==> config.mk <==
export PLATFORM = sky130hd
export DESIGN_NAME = dsi_vid_seq
export DESIGN_NICKNAME = d
export VERILOG_FILES = /design/src/rtl/dsi_seq_pkg.sv /design/src/rtl/dsi_vregion.sv /design/src/rtl/dsi_step_pick.sv /design/src/rtl/dsi_vid_seq.sv
export SDC_FILE = /design/constraint.sdc
export NUM_CORES = 1
export LEC_CHECK = 0
export ABC_AREA = 1
export BUFFER_PORTS_ARGS = -buffer_cell sky130_fd_sc_hd__buf_2
export CORE_MARGIN = 3
export CORE_UTILIZATION = 40
export CTS_BUF_LIST = sky130_fd_sc_hd__clkbuf_8
export CTS_CLUSTER_SIZE = 12
export DETAILED_ROUTE_END_ITERATION = 10
export PLACE_DENSITY = 0.64
export SETUP_SLACK_MARGIN = 0.4
export SYNTH_ARGS = -nofsm -noshare
export SYNTH_HDL_FRONTEND = slang
export SYNTH_SLANG_ARGS = --single-unit
==> constraint.sdc <==
create_clock -name clk -period 7 [get_ports clk]
set_input_delay 1.4 -clock clk [delete_from_list [all_inputs] [get_ports clk]]
set_output_delay 1.4 -clock clk [all_outputs]
set_load 0.01 [all_outputs]
==> src/rtl/dsi_seq_pkg.sv <==
package dsi_seq_pkg;

  localparam logic [5:0] DT_VSS   = 6'h01;
  localparam logic [5:0] DT_VSE   = 6'h11;
  localparam logic [5:0] DT_HSS   = 6'h21;
  localparam logic [5:0] DT_HSE   = 6'h31;
  localparam logic [5:0] DT_NULL  = 6'h09;
  localparam logic [5:0] DT_BLANK = 6'h19;
  localparam logic [5:0] DT_EOT   = 6'h08;
  localparam int unsigned PKT_OVERHEAD = 6;

  // packet slots within a line, in transmit order
  typedef enum logic [2:0] {
    ST_START, ST_HSA, ST_HSE, ST_HBP, ST_PIX, ST_NULL, ST_HFP, ST_EOT
  } step_t;

  typedef struct packed {
    logic [1:0] vc;
    logic [1:0] fmt;
    logic       sync_pulse;
    logic       burst;
    logic       hse;
    logic       skip_hsa;
    logic       skip_hbp;
    logic       skip_hfp;
    logic       auto_vcnt;
    logic       eot_dis;
  } mode_t;

  function automatic logic [5:0] pix_dt(input logic [1:0] fmt);
    case (fmt)
      2'd0:    return 6'h0E;
      2'd1:    return 6'h1E;
      2'd2:    return 6'h2E;
      default: return 6'h3E;
    endcase
  endfunction

  function automatic logic [31:0] blank_wc(input logic [31:0] len);
    return (len > PKT_OVERHEAD) ? len - PKT_OVERHEAD : 32'd0;
  endfunction

  // is slot s present on a line of this kind
  function automatic logic step_on(input step_t s, input mode_t m,
                                   input logic act, input logic has_null);
    case (s)
      ST_START: return 1'b1;
      ST_HSA:   return m.sync_pulse && !m.skip_hsa && (act || m.hse);
      ST_HSE:   return m.sync_pulse && (act || m.hse);
      ST_HBP:   return act && !m.skip_hbp;
      ST_PIX:   return act;
      ST_NULL:  return act && !m.burst && has_null;
      ST_HFP:   return act && !m.skip_hfp;
      default:  return !m.eot_dis;
    endcase
  endfunction

endpackage

==> src/rtl/dsi_vregion.sv <==
module dsi_vregion #(
  parameter int LIN_W = 12
) (
  input  logic [LIN_W+1:0] line,
  input  logic [LIN_W-1:0] vsa,
  input  logic [LIN_W-1:0] vbp,
  input  logic [LIN_W-1:0] vact,
  input  logic [LIN_W-1:0] vfp,
  input  logic             auto_vcnt,
  output logic             active,
  output logic             last_line,
  output logic             vse_line
);
  localparam int SW = LIN_W + 2;

  logic [SW-1:0] vsa_e, vbp_e, act_lo, act_hi, total;

  always_comb begin
    vsa_e  = auto_vcnt ? '0 : SW'(vsa);
    vbp_e  = auto_vcnt ? '0 : SW'(vbp);
    act_lo = vsa_e + vbp_e;
    act_hi = act_lo + SW'(vact);
    total  = act_hi + SW'(vfp);
  end

  assign active    = (line >= act_lo) && (line < act_hi);
  assign last_line = (total == '0) ? (line == '0) : (line == total - 1'b1);
  assign vse_line  = (vsa_e != '0) && (line == vsa_e);

endmodule

==> src/rtl/dsi_step_pick.sv <==
module dsi_step_pick
  import dsi_seq_pkg::*;
(
  input  step_t cur,
  input  mode_t mode,
  input  logic  act,
  input  logic  has_null,
  output step_t nxt,
  output logic  line_end
);
  // lowest present slot above the current one wins
  always_comb begin
    nxt      = ST_EOT;
    line_end = 1'b1;
    for (int i = 7; i >= 0; i--) begin
      if (i > int'(cur) && step_on(step_t'(3'(i)), mode, act, has_null)) begin
        nxt      = step_t'(3'(i));
        line_end = 1'b0;
      end
    end
  end

endmodule

==> src/rtl/dsi_vid_seq.sv <==
module dsi_vid_seq
  import dsi_seq_pkg::*;
#(
  parameter int LEN_W = 16,
  parameter int LIN_W = 12
) (
  input  logic             clk,
  input  logic             rst_n,
  input  logic             enable,
  input  logic [1:0]       vc,
  input  logic [1:0]       pix_fmt,
  input  logic             sync_pulse,
  input  logic             burst,
  input  logic             hse,
  input  logic             skip_hsa,
  input  logic             skip_hbp,
  input  logic             skip_hfp,
  input  logic             auto_vcnt,
  input  logic             eot_dis,
  input  logic [LEN_W-1:0] hsa_bytes,
  input  logic [LEN_W-1:0] hbp_bytes,
  input  logic [LEN_W-1:0] hfp_bytes,
  input  logic [LEN_W-1:0] act_bytes,
  input  logic [LEN_W-1:0] null_bytes,
  input  logic [LIN_W-1:0] vsa_lines,
  input  logic [LIN_W-1:0] vbp_lines,
  input  logic [LIN_W-1:0] vact_lines,
  input  logic [LIN_W-1:0] vfp_lines,
  input  logic             pkt_ready,
  output logic             pkt_valid,
  output logic [7:0]       pkt_di,
  output logic [LEN_W-1:0] pkt_wc,
  output logic             pkt_pixel
);
  localparam logic [31:0] WC_MAX = 32'((64'd1 << LEN_W) - 1);

  function automatic logic [LEN_W-1:0] clamp_wc(input logic [31:0] v);
    return (v > WC_MAX) ? WC_MAX[LEN_W-1:0] : v[LEN_W-1:0];
  endfunction

  mode_t            mode_q;
  logic [LEN_W-1:0] hsa_q, hbp_q, hfp_q, act_q, null_q;
  logic [LIN_W-1:0] vsa_q, vbp_q, vact_q, vfp_q;
  logic             running;
  logic [LIN_W+1:0] line_q;
  step_t            step_q, nxt_step;

  // named events for the assertions
  logic fire, line_end, last_line, frame_done, load_cfg;
  logic active, vse_line;

  dsi_vregion #(.LIN_W(LIN_W)) u_vregion (
    .line(line_q), .vsa(vsa_q), .vbp(vbp_q), .vact(vact_q), .vfp(vfp_q),
    .auto_vcnt(mode_q.auto_vcnt), .active(active), .last_line(last_line),
    .vse_line(vse_line)
  );

  dsi_step_pick u_pick (
    .cur(step_q), .mode(mode_q), .act(active), .has_null(null_q != '0),
    .nxt(nxt_step), .line_end(line_end)
  );

  assign fire       = pkt_valid && pkt_ready;
  assign frame_done = fire && line_end && last_line;
  assign load_cfg   = enable && (!running || frame_done);

  always_ff @(posedge clk or negedge rst_n) begin
    if (!rst_n) begin
      mode_q  <= '0;
      hsa_q   <= '0; hbp_q <= '0; hfp_q <= '0; act_q <= '0; null_q <= '0;
      vsa_q   <= '0; vbp_q <= '0; vact_q <= '0; vfp_q <= '0;
      running <= 1'b0;
      line_q  <= '0;
      step_q  <= ST_START;
    end else begin
      if (load_cfg) begin
        mode_q <= '{vc: vc, fmt: pix_fmt, sync_pulse: sync_pulse, burst: burst,
                    hse: hse, skip_hsa: skip_hsa, skip_hbp: skip_hbp,
                    skip_hfp: skip_hfp, auto_vcnt: auto_vcnt, eot_dis: eot_dis};
        hsa_q  <= hsa_bytes;  hbp_q <= hbp_bytes; hfp_q <= hfp_bytes;
        act_q  <= act_bytes;  null_q <= null_bytes;
        vsa_q  <= vsa_lines;  vbp_q <= vbp_lines;
        vact_q <= vact_lines; vfp_q <= vfp_lines;
        running <= 1'b1;
        line_q  <= '0;
        step_q  <= ST_START;
      end else if (fire) begin
        if (frame_done) begin
          running <= 1'b0;
          line_q  <= '0;
          step_q  <= ST_START;
        end else if (line_end) begin
          line_q <= line_q + 1'b1;
          step_q <= ST_START;
        end else begin
          step_q <= nxt_step;
        end
      end
    end
  end

  // descriptor for the current slot
  logic [5:0]  dt;
  logic [31:0] wc_raw;
  logic        pix;

  always_comb begin
    dt     = DT_HSS;
    wc_raw = '0;
    pix    = 1'b0;
    case (step_q)
      ST_START: dt = (line_q == '0) ? DT_VSS :
                     (mode_q.sync_pulse && vse_line) ? DT_VSE : DT_HSS;
      ST_HSA: begin dt = DT_BLANK; wc_raw = blank_wc(32'(hsa_q)); end
      ST_HSE: dt = DT_HSE;
      ST_HBP: begin
        dt     = DT_BLANK;
        wc_raw = mode_q.sync_pulse ? blank_wc(32'(hbp_q))
                                   : blank_wc(32'(hsa_q) + 32'(hbp_q));
      end
      ST_PIX: begin dt = pix_dt(mode_q.fmt); wc_raw = 32'(act_q); pix = 1'b1; end
      ST_NULL: begin dt = DT_NULL; wc_raw = blank_wc(32'(null_q)); end
      ST_HFP: begin dt = DT_BLANK; wc_raw = blank_wc(32'(hfp_q)); end
      default: dt = DT_EOT;
    endcase
  end

  assign pkt_valid = running;
  assign pkt_di    = {mode_q.vc, dt};
  assign pkt_wc    = clamp_wc(wc_raw);
  assign pkt_pixel = pix;


  valid_hold_chk: assert property (@(posedge clk) disable iff (!rst_n)
    pkt_valid && !pkt_ready |=> pkt_valid && $stable(pkt_di) && $stable(pkt_wc)
                                && $stable(pkt_pixel));

  frame_restart_chk: assert property (@(posedge clk) disable iff (!rst_n)
    frame_done && enable |=> pkt_valid && pkt_di[5:0] == DT_VSS);

  burst_no_null_chk: assert property (@(posedge clk) disable iff (!rst_n)
    pkt_valid && mode_q.burst |-> pkt_di[5:0] != DT_NULL);

  eot_off_chk: assert property (@(posedge clk) disable iff (!rst_n)
    pkt_valid && mode_q.eot_dis |-> pkt_di[5:0] != DT_EOT);

  pixel_code_chk: assert property (@(posedge clk) disable iff (!rst_n)
    pkt_valid && pkt_pixel |-> pkt_di[3:0] == 4'hE);

  slot_order_chk: assert property (@(posedge clk) disable iff (!rst_n)
    fire && !line_end |=> step_q > $past(step_q));

  idle_chk: assert property (@(posedge clk) disable iff (!rst_n)
    !running && !enable |=> !pkt_valid);

endmodule

==> impl_metrics.ini, run 1 <==
[synth]
yosysWarnings = 0
synth-main-ff-cell = dfrtp_1
syn_area_per_cell_sq_um = 6.62
syn_nets = 2259
synth_top_cell_by_area = dfrtp_1
synth.area.top_cells = dfrtp_1, nand2_1, nand3_1
netlist_instances = 2023
async_flop_share = 1.00
synth_top_area_frac = 0.295
ys_ff_latch = 158
syn-cell-area_sq_um = 13400
ys_types = 47
synth-edff-count = 0
yosysSeqAreaShare = 0.295

[place]
hpwl_mm = 33.0
port-buffer-count = 169
finalWeightedCongestion = 0.921

[run_status]
run_status = completed

[clock_network]
cts.clk_slew.worst_paths_ns = 0.09
clock_path_buffers = 2
hold_buffers = 0
numCtsBuffers = 17
root_buffer = clkbuf_8
cts_resized = 0
clock_sinks = 158
htree_levels = 4
cts_setup_buffers = 0
clock_latency_ns = 0.50
cts_tree = built

[global_routing]
grt_pass1_vias = 13100
track_usage = 0.238
grt_pass1_wl_mm = 67.9
grt_antenna_before_repair = 0
grt_start_max_net_pins = 142
overflow = 0

[power]
p_total_w = 0.00584
p_per_area_nw_per_um2 = 386
p_leak_nw = 8.38
peakVddDrop_mv = 0.217

[timing]
rsz0062_at_grt = false
worst_slew_pin_slew_ns = 0.974
relSlewSlack = 0.351
post-route-period-util = 0.849
fmax_mhz = 168
setup_viol = 0
fin_skew_ns = 0.0281
setup_tns_ns = 0
slew_violations = 0
period_minus_slack_ns = 5.94
hold_violations = 0

[hold_path]
hold_path.class = reg2reg
holdCritStartpoint = pkt_di[7]
worstHoldPathCells = 2
holdPathEnd = pkt_di[7]

[die]
die_area_sq_um = 35700
dieWidth_um = 189
initial_utilization = 0.408
core.rowCount = 66
die_h_um = 189
num_io_pins = 170
core_region_area_sq_um = 32800

[setup_path]
rr_worst_depth = 37
required_ns = 7.42
cp_slowest_cell = dfrtp_1
r2r-end = vsa_q[9]
arrival_ns = 6.36
r2r_slack_ns = 1.06
timing.critical_path.from = mode_q[1]
cp-end-kind = flop
max_stage_delay_ns = 0.38
critPathBufInv = 6
path_common_cell = nand2_1
cp-start-kind = flop
crit_type = reg2reg
reg2reg_from = mode_q[1]
crit_path_max_fanout = 19
cp_top_family = simple AND/OR/NAND/NOR gates

[drt]
avgViaCountPerCell = 5.33
firstDrtPassIters = 5
vias = 13900
drtIter0Drc = 1160
wirelength_mm = 46.0
antenna_left = 0
drc = 0
wl_per_cell_um = 17.6

[final_layout]
layout_common_cells = nand2_1, nand3_1, inv_1, buf_2, dfrtp_1
final_common_cell = nand2_1
n_antenna_cell = 0
syn_to_final_growth_pct = 13.0
layout-drive-gt1-share = 0.119
nFillCells = 3444
nNetsFinal = 2388

[flow_run]
drv_cap = 0
[synth_stat cells (2+ instances only)]
master       n
a21oi_1     87
nand3_2      5
a211oi_1     2
buf_2       23
o2111ai_1   12
nand3b_1    12
o21ai_0     34
buf_4        4
o221ai_1     2
inv_2        6
nand2_1    712
a21oi_2      3
nor3b_1      3
nor2_1     142
nor3_1      28
buf_6       11
nand2_4      2
nor2_2       2
ha_1        88
a31oi_1      3
dfrtp_1    158
fa_1         4
a21boi_0     4
buf_1        2
o22ai_1      6
o21bai_1    12
xnor2_1     28
or2_2       10
inv_1      203
o211ai_1     7
a21o_1       3
nand4_1     38
nand3_1    242
nor4_1      13
clkbuf_1    37
xor2_1      64
[power by group]
| group | switching, W | internal (W) | total (W) |
|---|---|---|---|
| logic | 0.00248 | 0.00132 | 0.00380 |
| clock network | 0.000423 | 0.000279 | 0.000702 |
| registers | 0.000251 | 0.00109 | 0.00134 |
| total | 0.00315 | 0.00269 | 0.00584 |
[cells by family (layout without fill, tap and decap cells)]
| family | Yosys count | after routing | share of synthesized area |
|---|---|---|---|
| flip-flops | 158 | 158 | 0.295 |
| buffers and inverters | 288 | 430 | 0.0910 |
| AND/OR/NAND/NOR | 1212 | 1212 | 0.385 |
| AO/OA/AOI/OAI | 181 | 181 | 0.0801 |
| XOR/XNOR | 92 | 92 | 0.0602 |
| adder cells (fa/ha/maj) | 92 | 92 | 0.0882 |
[routing by layer]
metal  vias up  part of all wire  global-route usage
met5         -                 0                   0
met4         0             0.033              0.0897
met3        80             0.052              0.0313
met2       424              0.47               0.398
met1      6586              0.44               0.316
li1       6814                 -                   -
[registers in the layout (all words and copies together), names as in the netlist, 14 cells and up]
signal / cells
null_q: 16
act_q: 16
hbp_q: 16
hfp_q: 16
hsa_q: 16
line_q: 14
[how the worst max path moves through the flow]
stage | endpoint | cells after the start
6_report | vsa_q[9] | 37
2_1_floorplan | mode_q[7] | 40
5_1_grt | hbp_q[6] | 39
3_3_place_gp | vbp_q[11] | 39
3_5_place_dp | vfp_q[2] | 34
4_1_cts | hsa_q[7] | 34
[worst reg2reg max path: cells and delay by family, from the launching register on]
kind	cells	cell delay, ns
simple gates	19	2.28
compound gates	8	1.38
buf+inv	6	0.82
fa+ha+maj	3	0.81
flops	1	0.38
xor+xnor	1	0.22
[stage by stage]
stage	std cells	worst slack, ns	instance area (sq um)	util	hold WS, ns
4_1_cts	2598	0.635	14900	0.453	0.481
5_1_grt	2607	0.371	15100	0.462	0.502
6_report	2607	1.06	15100	0.462	0.477
3_5_place_dp	2566	0.686	14500	0.442	0.457
2_1_floorplan	2023	1.78	13400	-	0.436
3_3_place_gp	2566	0.780	14500	0.442	0.450
[final cells by class]
cell class | instances | area [sq um] | share of cell area
Clock buffer | 19 | 262 | 0.0173
Clock inverter | 13 | 124 | 0.00819
Inverter | 210 | 788 | 0.0521
Multi-Input combinational cell | 1577 | 8280 | 0.547
Sequential cell | 158 | 3950 | 0.261
Tap cell | 442 | 553 | 0.0365
Timing Repair Buffer | 188 | 1170 | 0.0776
(Power assumes the default switching activity.)
==> inputs of run 2 (changes only) <==
Clock period 7 ns to 5.54 ns, I/O delays scaled along.
==> run 2 against run 1 <==
Compared with the run above:
- the flow now finishes with violations (negative setup slack)
- non-clock buffer count up 130
- flip-flop and latch count is the same
- sequential share of layout area decreased by 3.8 points
- wire length up 4.6%
- clock power increased by 35%
- core utilization increased by 8.0 points
- cell count is 5.0% higher
- sequential power rose by 29%
- first-iteration DRC count decreased by 10%
- power increased by 51%
- critical path depth unchanged
- largest cell class unchanged
==> impl_metrics.ini, run 2 (synthesis results as in run 1) <==
[run_status]
run_status = finished with violations
violations = negative setup slack

[die]
die_area_sq_um = 35700
dieWidth_um = 189
core.rowCount = 66
num_io_pins = 170
initial_utilization = 0.408
die_h_um = 189
core_region_area_sq_um = 32800

[flow_run]
drv_cap = 0

[drt]
firstDrtPassIters = 7
wl_per_cell_um = 17.6
drc = 0
drtIter0Drc = 1041
avgViaCountPerCell = 5.30
vias = 14500
antenna_left = 0
wirelength_mm = 48.1

[setup_path]
required_ns = 5.98
max_stage_delay_ns = 0.43
cp-start-kind = flop
arrival_ns = 5.99
crit_path_max_fanout = 8
cp-end-kind = flop
crit_type = reg2reg
cp_slowest_cell = dfrtp_1
path_common_cell = nand2_2

[final_layout]
layout-drive-gt1-share = 0.278
n_antenna_cell = 0
final_common_cell = nand2_1
syn_to_final_growth_pct = 32.6
nNetsFinal = 2519
layout_common_cells = nand2_1, nand3_1, inv_1, buf_2, dfrtp_1

[timing]
post-route-period-util = 1.00
fin_skew_ns = 0.0328
setup_viol = 7
relSlewSlack = 0.428
setup_slack_ns = -0.0137
period_minus_slack_ns = 5.55
fmax_mhz = 180
rsz0062_at_grt = true
holdWs_ns = 0.482
slew_violations = 0
hold_violations = 0
worst_slew_pin_slew_ns = 0.854

[power]
p_seq_frac = 0.197
switching_share = 0.522
power_frac_clock = 0.108
power_frac_comb = 0.695
power.internal_w = 0.00421
switchingPower_w = 0.00459
p_leak_nw = 9.29
p_total_w = 0.00881
p_per_area_nw_per_um2 = 496
peakVddDrop_mv = 0.300

[clock_network]
cts.clk_slew.worst_paths_ns = 0.12
clock_sinks = 158
clock_latency_ns = 0.52
hold_buffers = 0
numCtsBuffers = 17
cts_tree = built
htree_levels = 4
clock_path_buffers = 2
root_buffer = clkbuf_8

[global_routing]
grt_pass1_vias = 13900
grt_start_max_net_pins = 81
track_usage = 0.255
grt_antenna_before_repair = 0
grt_pass1_wl_mm = 72.5
overflow = 0

[hold_path]
hold_path.class = reg2reg

[place]
port-buffer-count = 169
hpwl_mm = 34.4
dp_slack_ns = -0.0898
finalWeightedCongestion = 0.921
-- run 2: cell count changes in the layout (fill, tap and decap cells not counted), moves of 16 or more --
cell,previous run,this run
nand2_2,0,98
nand2_4,1,31
nor2_1,141,119
inv_2,6,24
a21oi_1,84,68
buf_4,8,102
inv_1,203,180
nand2_1,712,586
ha_1,87,68
ha_4,0,19
-- run 2: worst paths after layout --
check,start,to,slack [ns],cells after the start
worst min register to register,pkt_di[7],pkt_di[7],0.48,2
worst max-delay path,mode_q[1],hbp_q[8],-0.01,37
min in group asynchronous,rst_n,null_q[8],0.59,1
worst max register to register,mode_q[1],hbp_q[8],-0.01,37
worst min-delay path,pkt_di[7],pkt_di[7],0.48,2
max in group asynchronous,rst_n,vbp_q[7],3.80,2
-- run 2: timing repair --
| action | CTS | global route |
|---|---|---|
| setup endpoints to repair | 174 | 174 |
| resized for setup | 152 | 196 |
| setup buffers | 33 | 17 |
| pin swaps | 81 | 51 |
| cloned | 6 | 20 |
-- run 2: area by class of cell --
class | count | area [sq um]
inverters | 210 | 803
fillers | 3193 | 15000
clock inverters | 14 | 166
flip-flops and latches | 158 | 3960
clock buffers | 18 | 248
repair buffers | 318 | 2550
multi-input cells | 1578 | 9470
well taps | 442 | 553
-- run 2: worst max-delay path: cells and delay by family, from the launching register on --
kind	cells	cell delay, ns
AO/OA/AOI/OAI	5	0.70
AND/OR/NAND/NOR	16	1.73
adder cells (fa/ha/maj)	4	1.08
buffers and inverters	11	1.34
flip-flops	1	0.43
XOR/XNOR	1	0.19
-- run 2: metal layers --
layer | vias up | wire length [um] | track usage | part of all wire
li1 | 7095 | - | - | -
met1 | 6836 | 20200 | 0.322 | 0.42
met2 | 470 | 23400 | 0.439 | 0.49
met3 | 104 | 2750 | 0.0455 | 0.057
met4 | 0 | 1820 | 0.0882 | 0.038
met5 | - | 0 | 0 | 0
-- run 2: power groups by stage --
stage                     Sequential [W]  Clock (W)  Combinational (W)
after floorplan                  0.00156          0            0.00360
after global placement           0.00170          0            0.00489
after detailed placement         0.00171          0            0.00496
after CTS                        0.00170   0.000960            0.00576
after global routing             0.00177    0.00101            0.00684
final                            0.00173   0.000948            0.00612
-- run 2: stage by stage --
stage	TNS, ns	cell area (sq um)	cells	util
2_1_floorplan	0	13400	2023	-
3_3_place_gp	0	15000	2630	0.458
3_5_place_dp	-8.42	15000	2630	0.458
4_1_cts	0	16500	2701	0.504
5_1_grt	-46.85	17700	2738	0.541
6_report	-0.0228	17700	2738	0.541
==> inputs of run 3 (changes only) <==
Settings changed: ABC_AREA 1 to default.
==> run 3 against run 2 <==
Compared with the run above:
- the run still ends with negative setup slack left
- clock power is 7.7% lower
- cell area increased by 0.54%
- die area down 2.5%
- count of clock-buffer cells in the layout stayed put
- clock skew shrank 0.017 ns
- setup slack worse by 1.1 ns
- flip-flop and latch count did not move
- critical path depth fell by 6
- combinational power is 92% lower
- global-route usage is 2.6 points lower
- core utilization grew 1.8 points
- critical path type unchanged
- largest power group is now registers
==> impl_metrics.ini, run 3 <==
[die]
dieWidth_um = 187
die_area_sq_um = 34800
die_h_um = 187
core.rowCount = 65
num_io_pins = 170
core_region_area_sq_um = 31900
initial_utilization = 0.409

[clock_network]
clock_sinks = 158
hold_buffers = 0
cts.clk_slew.worst_paths_ns = 0.10
clock_latency_ns = 0.51
root_buffer = clkbuf_8
numCtsBuffers = 17
htree_levels = 4
cts_tree = built
clock_path_buffers = 2

[timing]
slew_violations = 0
fmax_mhz = 150
relSlewSlack = 0.412
fin_skew_ns = 0.0157
hold_violations = 0
setup_slack_ns = -1.11
post-route-period-util = 1.20
setup_viol = 158
rsz0062_at_grt = true
worst_slew_pin_slew_ns = 0.882
period_minus_slack_ns = 6.65

[synth]
synth_xor_area_frac = 0.0823
syn_area_per_cell_sq_um = 9.81
synth-edff-count = 0
synth_top_cell_by_area = dfrtp_1
synth-main-ff-cell = dfrtp_1
synth_most_common_cell = dfrtp_1
yosysWarnings = 0
syn_nets = 1566
syn-cell-area_sq_um = 13000
synth_compound_area_frac = 0.172
synth.area.top_cells = dfrtp_1, mux2_4, ha_1
synth_top_area_frac = 0.303
yosys.area_share.simple = 0.151
yosysSeqAreaShare = 0.303
ys_types = 83
synth_top_family_by_area = compound AO/OA/AOI/OAI gates
netlist_instances = 1330
muxShareOfSynthArea = 0.155
ys_ff_latch = 158
synthTopCellsByCount = dfrtp_1, mux2_4, ha_1
synthAdderAreaFrac = 0.0906
async_flop_share = 1.00

[final_layout]
fin_util = 0.560
layout_common_cells = buf_4, buf_2, dfrtp_1, mux2_4, nand2_1
final_common_cell = buf_4
syn_to_final_growth_pct = 36.8
n_antenna_cell = 0
stdcell_count = 2163
final_area_sq_um = 17800
nNetsFinal = 1951
layout-drive-gt1-share = 0.430

[hold_path]
hold_path.class = reg2reg
worstHoldPathCells = 1

[setup_path]
arrival_ns = 7.06
rr_worst_depth = 31
required_ns = 5.94
cp_top_family = compound AO/OA/AOI/OAI gates
cp.depth = 31
path_common_cell = buf_6
cp-end-kind = flop
critPathBufInv = 8
max_stage_delay_ns = 0.44
crit_path_max_fanout = 7
cp_slowest_cell = dfrtp_2
crit_type = reg2reg
cp-start-kind = flop

[drt]
firstDrtPassIters = 8
met3_length_mm = 2.71
wl_met2_mm = 19.1
drc = 0
drtIter0Drc = 760
wirelength_mm = 42.3
antenna_left = 0
avgViaCountPerCell = 5.58
top_layer = met5
wl_per_cell_um = 19.6
vias = 12100
routedLengthMet1_mm = 18.9

[place]
dpl-instance-area_sq_um = 15500
hpwl_mm = 30.4
port-buffer-count = 169
finalWeightedCongestion = 0.929
dp.cells = 2065

[power]
p_total_w = 0.00262
p_per_area_nw_per_um2 = 147
p_leak_nw = 9.28
peakVddDrop_mv = 0.195

[global_routing]
track_usage = 0.229
grt_pass1_vias = 12000
overflow = 0
grt_antenna_before_repair = 1
grt_start_max_net_pins = 89
grt_pass1_wl_mm = 64.2

[run_status]
run_status = finished with violations
violations = negative setup slack

[flow_run]
drv_cap = 0
## run 3: cell count changes after synthesis, moves of 48 or more
cell / before / now
inv_1: 203 / 56
nor2_1: 142 / 76
nand2_1: 712 / 85
xnor2_1: 28 / 76
mux2_4: 0 / 100
nand3_1: 242 / 35
## run 3: stage by stage
step	hold WS (ns)	setup TNS, ns	setup slack, ns
CTS	0.517	-138.81	-0.951
floorplan	0.470	-118.37	-0.812
global placement	0.483	-161.80	-1.09
global route	0.540	-205.97	-1.38
detailed placement	0.484	-184.95	-1.25
finish	0.514	-161.82	-1.11
## run 3: kinds of logic (layout without fill, tap and decap cells)
family | Yosys count | in the layout
buffers and inverters | 111 | 508
multiplexers | 146 | 146
XOR/XNOR | 121 | 121
adder cells (fa/ha/maj) | 92 | 92
AND/OR/NAND/NOR | 381 | 381
flip-flops | 158 | 158
AO/OA/AOI/OAI | 321 | 322
## run 3: layout make-up
class / count / area (sq um)
timing repair buffer: 420 / 3250
tap: 435 / 544
clock buffer: 18 / 248
inverter: 56 / 210
clock inverter: 14 / 151
multi-input combinational: 1062 / 9490
sequential: 158 / 3960
fill: 2761 / 14000
## run 3: path summary, 6_finish.rpt
check / start / endpoint / slack, ns
setup / recovery: mode_q[1] / hbp_q[4] / -1.11
hold / removal: pkt_di[6] / pkt_di[6] / 0.51
setup reg to reg: mode_q[1] / hbp_q[4] / -1.11
hold reg to reg: pkt_di[6] / pkt_di[6] / 0.51
max in group asynchronous: rst_n / mode_q[1] / 3.81
min in group asynchronous: rst_n / hbp_q[11] / 0.68
## run 3: report_power, final
group          switching [W]  internal, W
clock               0.000529     0.000346
combinational       0.000260     0.000227
sequential         0.0000856      0.00117
total               0.000874      0.00175
## run 3: timing repair
action | 4_1_cts | 5_1_grt
cloned | 5 | 11
gates resized for setup | 123 | 133
pin swaps | 47 | 68
setup endpoints to repair | 174 | 174
buffers inserted | 20 | 30
## run 3: metal layers
layer  GRT usage  up-vias
met3      0.0413       96
met4      0.0835        2
met2       0.360      448
met1       0.316     5835
li1            -     5685
met5           0        -
